### config.mk
export PLATFORM = sky130hd
export DESIGN_NAME = adc_stream_reader
export DESIGN_NICKNAME = d
export VERILOG_FILES = /design/src/rtl/adc_rd_pkg.sv /design/src/rtl/adc_rd_datapath.sv /design/src/rtl/adc_rd_control.sv /design/src/rtl/adc_stream_reader.sv
export SDC_FILE = /design/constraint.sdc
export NUM_CORES = 1
export LEC_CHECK = 0
export BUFFER_PORTS_ARGS = -buffer_cell sky130_fd_sc_hd__clkbuf_2
export CAP_MARGIN = 20
export CORE_MARGIN = 5
export CORE_UTILIZATION = 50
export DETAILED_ROUTE_END_ITERATION = 8
export PLACE_DENSITY = 0.82
export SLEW_MARGIN = 20
export SYNTH_ARGS = -nofsm -noshare
export SYNTH_HDL_FRONTEND = slang
export SYNTH_HIERARCHICAL = 1
export SYNTH_SLANG_ARGS = --single-unit
### constraint.sdc
create_clock -name clk -period 2.9 [get_ports clk]
set_input_delay 0.58 -clock clk [delete_from_list [all_inputs] [get_ports clk]]
set_output_delay 0.58 -clock clk [all_outputs]
set_load 0.05 [all_outputs]
### src/rtl/adc_rd_pkg.sv
package adc_rd_pkg;

  typedef enum logic [2:0] {
    ST_IDLE, ST_START, ST_ADDR, ST_UPPER, ST_LOWER, ST_STOP
  } busState_t;

  typedef enum logic [1:0] {
    SDA_HOLD, SDA_REL, SDA_LOW, SDA_ADDR
  } sdaAct_t;

  // strobes from control to datapath; all idle unless a quarter tick fires
  typedef struct packed {
    logic     loadAddr;
    logic     sclSet;
    logic     sclLow;
    sdaAct_t  sdaAct;
    logic     framing;
    logic [2:0] bitIdx;
    logic     sample;
    logic     shiftIn;
    logic     emit;
  } strobe_t;

  localparam logic [3:0] DEV_PREFIX = 4'b1001;

endpackage

### src/rtl/adc_rd_datapath.sv
module adc_rd_datapath
  import adc_rd_pkg::*;
#(
  parameter int RES_W = 12
) (
  input  logic             clk,
  input  logic             rst_n,
  input  strobe_t          stb,
  input  logic [2:0]       devSel,
  input  logic             sdaIn,
  output logic             rxBit,
  output logic             sclLowReg,
  output logic             sdaLowReg,
  output logic [RES_W-1:0] result,
  output logic             resultValid
);

  logic [7:0]       addrByte;
  logic [RES_W-2:0] rxShift;
  logic             framedReg;

  always_ff @(posedge clk or negedge rst_n) begin
    if (!rst_n) begin
      addrByte    <= '0;
      rxShift     <= '0;
      rxBit       <= 1'b1;
      sclLowReg   <= 1'b0;
      sdaLowReg   <= 1'b0;
      framedReg   <= 1'b0;
      result      <= '0;
      resultValid <= 1'b0;
    end else begin
      resultValid <= 1'b0;
      if (stb.loadAddr) addrByte <= {DEV_PREFIX, devSel, 1'b1};
      if (stb.sclSet) sclLowReg <= stb.sclLow;
      if (stb.sdaAct != SDA_HOLD) begin
        framedReg <= stb.framing;
        case (stb.sdaAct)
          SDA_REL:  sdaLowReg <= 1'b0;
          SDA_LOW:  sdaLowReg <= 1'b1;
          SDA_ADDR: sdaLowReg <= ~addrByte[3'd7 - stb.bitIdx];
          default:  sdaLowReg <= sdaLowReg;
        endcase
      end
      if (stb.sample) rxBit <= sdaIn;
      if (stb.shiftIn) rxShift <= {rxShift[RES_W-3:0], sdaIn};
      if (stb.emit) begin
        result      <= {rxShift, sdaIn};
        resultValid <= 1'b1;
      end
    end
  end

  // the valid strobe lasts one clock
  p_valid_pulse_r4: assert property (@(posedge clk) disable iff (!rst_n)
    resultValid |=> !resultValid);

  // with SCL released across an edge, SDA moves only for START/STOP
  p_sda_moves_framed_r8: assert property (@(posedge clk) disable iff (!rst_n)
    (!sclLowReg && !$past(sclLowReg) && (sdaLowReg != $past(sdaLowReg))) |-> framedReg);

endmodule

### src/rtl/adc_rd_control.sv
module adc_rd_control
  import adc_rd_pkg::*;
#(
  parameter int QTR = 31
) (
  input  logic    clk,
  input  logic    rst_n,
  input  logic    startReq,
  input  logic    streamMode,
  input  logic    haltReq,
  input  logic    rxBit,
  output strobe_t stb,
  output logic    busy,
  output logic    ackError
);

  localparam int         DIV_W    = (QTR > 1) ? $clog2(QTR) : 1;
  localparam logic [3:0] LAST_BIT = 4'd8;

  busState_t  state, nState;
  logic [1:0] phase, nPhase;
  logic [3:0] bitCnt, nBit;
  logic [DIV_W-1:0] divCnt;
  logic tick, isBit;
  logic streamReg, haltPend, moreReg, errReg;
  logic setErr, decideMore, moreVal;

  assign tick     = (state != ST_IDLE) && (divCnt == DIV_W'(QTR - 1));
  assign busy     = (state != ST_IDLE);
  assign ackError = errReg;

  always_comb begin
    nState     = state;
    nPhase     = phase + 2'd1;
    nBit       = bitCnt;
    setErr     = 1'b0;
    decideMore = 1'b0;
    moreVal    = 1'b0;
    stb.loadAddr = 1'b0;
    stb.sclSet   = 1'b0;
    stb.sclLow   = 1'b0;
    stb.sdaAct   = SDA_HOLD;
    stb.framing  = 1'b0;
    stb.sample   = 1'b0;
    stb.shiftIn  = 1'b0;
    stb.emit     = 1'b0;
    if (state == ST_IDLE) begin
      nPhase = 2'd0;
      nBit   = 4'd0;
      if (startReq) begin
        nState       = ST_START;
        stb.loadAddr = 1'b1;
      end
    end else if (tick) begin
      if (phase == 2'd3) begin
        nBit = bitCnt + 4'd1;
        case (state)
          ST_START: begin nState = ST_ADDR; nBit = 4'd0; end
          ST_ADDR: if (bitCnt == LAST_BIT) begin
            nBit = 4'd0;
            if (rxBit) begin nState = ST_STOP; setErr = 1'b1; end
            else nState = ST_UPPER;
          end
          ST_UPPER: if (bitCnt == LAST_BIT) begin
            nBit = 4'd0; nState = ST_LOWER;
          end
          ST_LOWER: if (bitCnt == LAST_BIT) begin
            nBit = 4'd0; nState = moreReg ? ST_UPPER : ST_STOP;
          end
          ST_STOP: begin nBit = 4'd0; nState = ST_IDLE; end
          default: nState = ST_IDLE;
        endcase
      end
    end
    isBit = (nState == ST_ADDR) || (nState == ST_UPPER) || (nState == ST_LOWER);
    if (state != ST_IDLE && tick) begin
      case (nPhase)
        2'd0: begin
          if (isBit) begin
            stb.sclSet = 1'b1;
            stb.sclLow = 1'b1;
            if (nBit != LAST_BIT) begin
              stb.sdaAct = (nState == ST_ADDR) ? SDA_ADDR : SDA_REL;
            end else if (nState == ST_ADDR) begin
              stb.sdaAct = SDA_REL;
            end else if (nState == ST_UPPER) begin
              stb.sdaAct = SDA_LOW;
            end else begin
              decideMore = 1'b1;
              moreVal    = streamReg && !(haltPend || haltReq);
              stb.sdaAct = moreVal ? SDA_LOW : SDA_REL;
            end
          end else if (nState == ST_STOP) begin
            stb.sclSet  = 1'b1;
            stb.sclLow  = 1'b1;
            stb.sdaAct  = SDA_LOW;
            stb.framing = 1'b1;
          end
        end
        2'd2: begin
          if (isBit || nState == ST_STOP) begin
            stb.sclSet = 1'b1;
            stb.sclLow = 1'b0;
          end
          if (nState == ST_START) begin
            stb.sdaAct  = SDA_LOW;
            stb.framing = 1'b1;
          end
        end
        2'd3: begin
          if (isBit) begin
            stb.sample  = 1'b1;
            stb.shiftIn = (nBit != LAST_BIT) && (nState != ST_ADDR);
            stb.emit    = (nState == ST_LOWER) && (nBit == 4'd7);
          end else if (nState == ST_STOP) begin
            stb.sdaAct  = SDA_REL;
            stb.framing = 1'b1;
          end
        end
        default: ;
      endcase
    end
  end

  assign stb.bitIdx = nBit[2:0];

  always_ff @(posedge clk or negedge rst_n) begin
    if (!rst_n) begin
      state     <= ST_IDLE;
      phase     <= 2'd0;
      bitCnt    <= 4'd0;
      divCnt    <= '0;
      streamReg <= 1'b0;
      haltPend  <= 1'b0;
      moreReg   <= 1'b0;
      errReg    <= 1'b0;
    end else begin
      state <= nState;
      if (state == ST_IDLE) begin
        phase  <= 2'd0;
        bitCnt <= 4'd0;
        divCnt <= '0;
        if (startReq) begin
          streamReg <= streamMode;
          haltPend  <= 1'b0;
          errReg    <= 1'b0;
        end
      end else begin
        divCnt <= tick ? '0 : divCnt + 1'b1;
        if (tick) begin
          phase  <= nPhase;
          bitCnt <= nBit;
        end
        if (haltReq) haltPend <= 1'b1;
        if (setErr) errReg <= 1'b1;
        if (decideMore) moreReg <= moreVal;
      end
    end
  end

  // a missing address acknowledge leads straight to STOP
  p_nak_to_stop_r2: assert property (@(posedge clk) disable iff (!rst_n)
    $rose(errReg) |-> (state == ST_STOP));

  // returning from the lower byte to a new upper byte only when streaming
  p_loop_needs_stream_r6: assert property (@(posedge clk) disable iff (!rst_n)
    (state == ST_UPPER && $past(state) == ST_LOWER) |-> streamReg);

  // each byte spans eight data clocks plus one acknowledge clock
  p_bit_range_r1: assert property (@(posedge clk) disable iff (!rst_n)
    bitCnt <= LAST_BIT);

endmodule

### src/rtl/adc_stream_reader.sv
module adc_stream_reader
  import adc_rd_pkg::*;
#(
  parameter int CLK_HZ = 50_000_000,
  parameter int SCL_HZ = 400_000,
  parameter int RES_W  = 12
) (
  input  logic             clk,
  input  logic             rst_n,
  input  logic             startReq,
  input  logic             streamMode,
  input  logic             haltReq,
  input  logic [2:0]       devSel,
  input  logic             sdaIn,
  output logic             sclDriveLow,
  output logic             sdaDriveLow,
  output logic [RES_W-1:0] result,
  output logic             resultValid,
  output logic             ackError,
  output logic             busy
);

  localparam int QTR_RAW = CLK_HZ / (4 * SCL_HZ);
  localparam int QTR     = (QTR_RAW < 1) ? 1 : QTR_RAW;

  strobe_t stb;
  logic    rxBit;

  adc_rd_control #(.QTR(QTR)) u_ctrl (
    .clk(clk), .rst_n(rst_n), .startReq(startReq), .streamMode(streamMode),
    .haltReq(haltReq), .rxBit(rxBit), .stb(stb), .busy(busy), .ackError(ackError)
  );

  adc_rd_datapath #(.RES_W(RES_W)) u_dp (
    .clk(clk), .rst_n(rst_n), .stb(stb), .devSel(devSel), .sdaIn(sdaIn),
    .rxBit(rxBit), .sclLowReg(sclDriveLow), .sdaLowReg(sdaDriveLow),
    .result(result), .resultValid(resultValid)
  );

  // nothing pulls the bus while idle
  p_idle_released_r9: assert property (@(posedge clk) disable iff (!rst_n)
    !busy |-> (!sclDriveLow && !sdaDriveLow && !resultValid));

endmodule

==> metrics.md <==
| Metric | Value |
|---|---|
| Tot GR Track Use | `0.176` |
| Router iterations before antenna repair | `4` |
| # fillers | `between 300 and 400` |
| CTS Buffer Depth | `2` |
| Mean Syn Cell Area | `~11 um2` |
| Post-DP Area | `0.00271 mm2` |
| Initial Util | `0.517` |
| Worst path slowest cell | `dfrtp_1` |
| Clk slew on worst S/H paths | `~0.090 ns` |
| Share of layout cells above drive strength 1 | `0.365` |
| Initial antenna violation count | `0` |
| DR top layer | `met4` |
| Sw Pwr | `0.433 mW` |
| Flop-to-flop setup slack | `0.1 ns` |
| Leak pwr | `approximately 1.4 nW` |
| Met2 wire length | `2.47 mm` |
| M1 WL | `about 2.2 mm` |
| Max-Slew Margin vs Limit | `0.596` |
| Period minus WS final | `about 2.8 ns` |
| Vias | `around 1800` |
| First-pass GRT wire length | `a little under 9 mm` |
| CP Launch Point | `u_ctrl/bitCnt[0]` |
| Iter 0 DRT Violations | `between 80 and 90` |
| CP arrival | `between 3 and 4 ns` |
| Reg2Reg Depth | `13` |
| Mapped Nets | `roughly 230` |
| Fmax | `around 360 MHz` |
| Cell area after synthesis | `roughly 0.0024 mm2` |
| Synthesis Warnings | `6` |
| Clock share of power | `0.273` |
| Place WS | `-0.107 ns` |
| Sequential share of power | `0.560` |
| Via density | `about 5.5` |
| Critical Path Sink | `u_dp/sdaLowReg` |
| Int Pwr | `about 1.0 mW` |
| Layout overhead on the synthesized area | `16.5%` |
| Hold_buf cts | `0` |
| Core region area | `between 0.004 and 0.005 mm2` |
| Vias in the first global route | `~1800` |
| Detailed Route WL | `around 5.1 mm` |
| Reg area | `0.00123 mm2` |
| CP Max Fanout | `5` |
| Largest net degree at the start of global routing | `50` |
| Antenna Diode Count | `0` |
| Global route overflow | `0` |
| Setup CP Type | `reg2reg` |
| Combinational Power Share | `0.167` |
| Final GP Congestion | `roughly 0.8` |
| Final Hold Viols | `0` |
| DR WL/cell | `between 15 and 20 um` |
| Worst-Margin Slew | `~0.61 ns` |
| Max cap viols | `0` |
| R2r endpoint | `u_dp/sdaLowReg` |
| CP required | `3.13 ns` |
| CP peak stage delay | `approximately 0.42 ns` |
| Slew Viols, Final | `0` |
| Critical Path Source Type | `flip-flop` |
| Post-DP HPWL | `about 3.5 mm` |
| I/O pin count | `26` |
| Clock Latency Late Sink | `about 0.31 ns` |
| Row Count | `25` |
| Max VDD drop | `0.507 mV` |
| Skew final | `between 0.008 and 0.009 ns` |
| Crit end category | `flip-flop` |
| TritonCTS clock tree | `done` |
| Worst Hold Class | `in2async` |
| Port Buffers | `25` |
| Outcome | `completed` |
| Final Util | `0.602` |
| Die Y | `between 70 and 80 um` |
| Cells after Synth | `between 200 and 250` |
| Multi-input logic area | `around 0.0011 mm2` |
| Sw frac | `0.294` |
| DRC Markers | `0` |
| CP cell instances | `inv_1 -> ha_1 -> nor4bb_1 -> o22ai_2 -> a31oi_1 -> nand4_1 -> nor3_2 -> buf_4 -> o22ai_1 -> a22o_1 -> inv_1 -> a21oi_1 -> a31oi_1` |
| WP buf/inv | `3` |
| Final setup viols | `0` |
| Die area | `about 0.0064 mm2` |
| CP delay by family, top | `compound AO/OA/AOI/OAI gates` |
| Met3 WL | `about 300 um` |
| Antenna-violating nets left | `0` |
| Die Span X | `roughly 80 um` |
| Fin nets | `268` |
| CTS Root Cell | `clkbuf_8` |
| Depth of the CTS H-tree | `2` |
| Worst R2R Start | `u_ctrl/bitCnt[0]` |
| Cts bufs inserted | `5` |
| Final Instance Area | `0.00285 mm2` |
| Critical Path Stages | `13` |
| Total power draw | `roughly 1.5 mW` |
| Final WS setup | `~0.10 ns` |
| Power Density | `roughly 520 mW/mm2` |
| Final worst-path cycle share | `0.966` |
| Clk sink count | `49` |
worst min path at each step:
stage	startpoint	to	slack, ns	cells past startpoint
after global routing	rst_n	u_dp/sclLowReg	0.42	2
after CTS	rst_n	u_dp/sclLowReg	0.38	2
after global placement	u_ctrl/divCnt[0]	u_ctrl/divCnt[0]	0.47	1
final	rst_n	u_ctrl/phase[0]	0.35	2
after floorplan	rst_n	u_ctrl/ackError	0.28	0
after detailed placement	u_ctrl/haltPend	u_ctrl/haltPend	0.49	2
area by class of cell:
type,count,area share
Sequential cell,49,0.431
Tap cell,67,0.0295
Clock inverter,2,0.00484
Timing Repair Buffer,41,0.0906
Multi-Input combinational cell,145,0.402
Clock buffer,6,0.0255
Inverter,12,0.0158
timing repair:
| item | in CTS | in global routing |
|---|---|---|
| pin swaps | 1 | 1 |
| gates resized for setup | 3 | 7 |
| buffers inserted | 2 | 1 |
| setup endpoints to repair | 24 | 24 |
per-layer routing:
metal / up-vias / track usage
li1: 846 / -
met1: 851 / 0.232
met2: 64 / 0.276
met3: 13 / 0.0339
met4: 0 / 0.0878
met5: - / 0
cells in the final DEF, fill, tap and decap left out, drive strengths merged, types with 3 or more instances in the layout:
master / instances
a21oi: 9
a31oi: 3
buf: 16
clkbuf: 31
dfrtp: 48
ha: 5
inv: 13
mux2: 29
nand2: 11
nand3: 7
nand4: 6
nor2: 17
nor2b: 4
nor3: 11
o211ai: 4
o21ai: 6
or2: 3
xnor2: 4
through the flow:
step	cells	hold slack (ns)	TNS [ns]
floorplan	213	0.284	0
global placement	311	0.470	-0.629
detailed placement	311	0.494	-1.52
CTS	321	0.379	0
global route	322	0.417	-0.156
finish	322	0.354	0
flip-flops by register name, indices dropped and copies added (netlist names):
register / cells
u_ctrl/haltPend: 1
u_dp/rxBit: 1
u_dp/sdaLowReg: 1
u_ctrl/divCnt: 5
u_dp/addrByte: 4
u_ctrl/moreReg: 1
u_ctrl/streamReg: 1
u_dp/sclLowReg: 1
u_dp/resultValid: 1
u_ctrl/state: 3
u_dp/rxShift: 11
u_ctrl/bitCnt: 4
u_ctrl/phase: 2
u_ctrl/ackError: 1
u_dp/result: 12
power by group through the flow:
stage	clock, mW	combinational (mW)	sequential [mW]
detailed placement	0	0.238	0.838
global placement	0	0.228	0.832
floorplan	0	0.187	0.825
finish	0.403	0.246	0.825
CTS	0.413	0.245	0.823
global route	0.441	0.282	0.837
(Power assumes the default switching activity.)
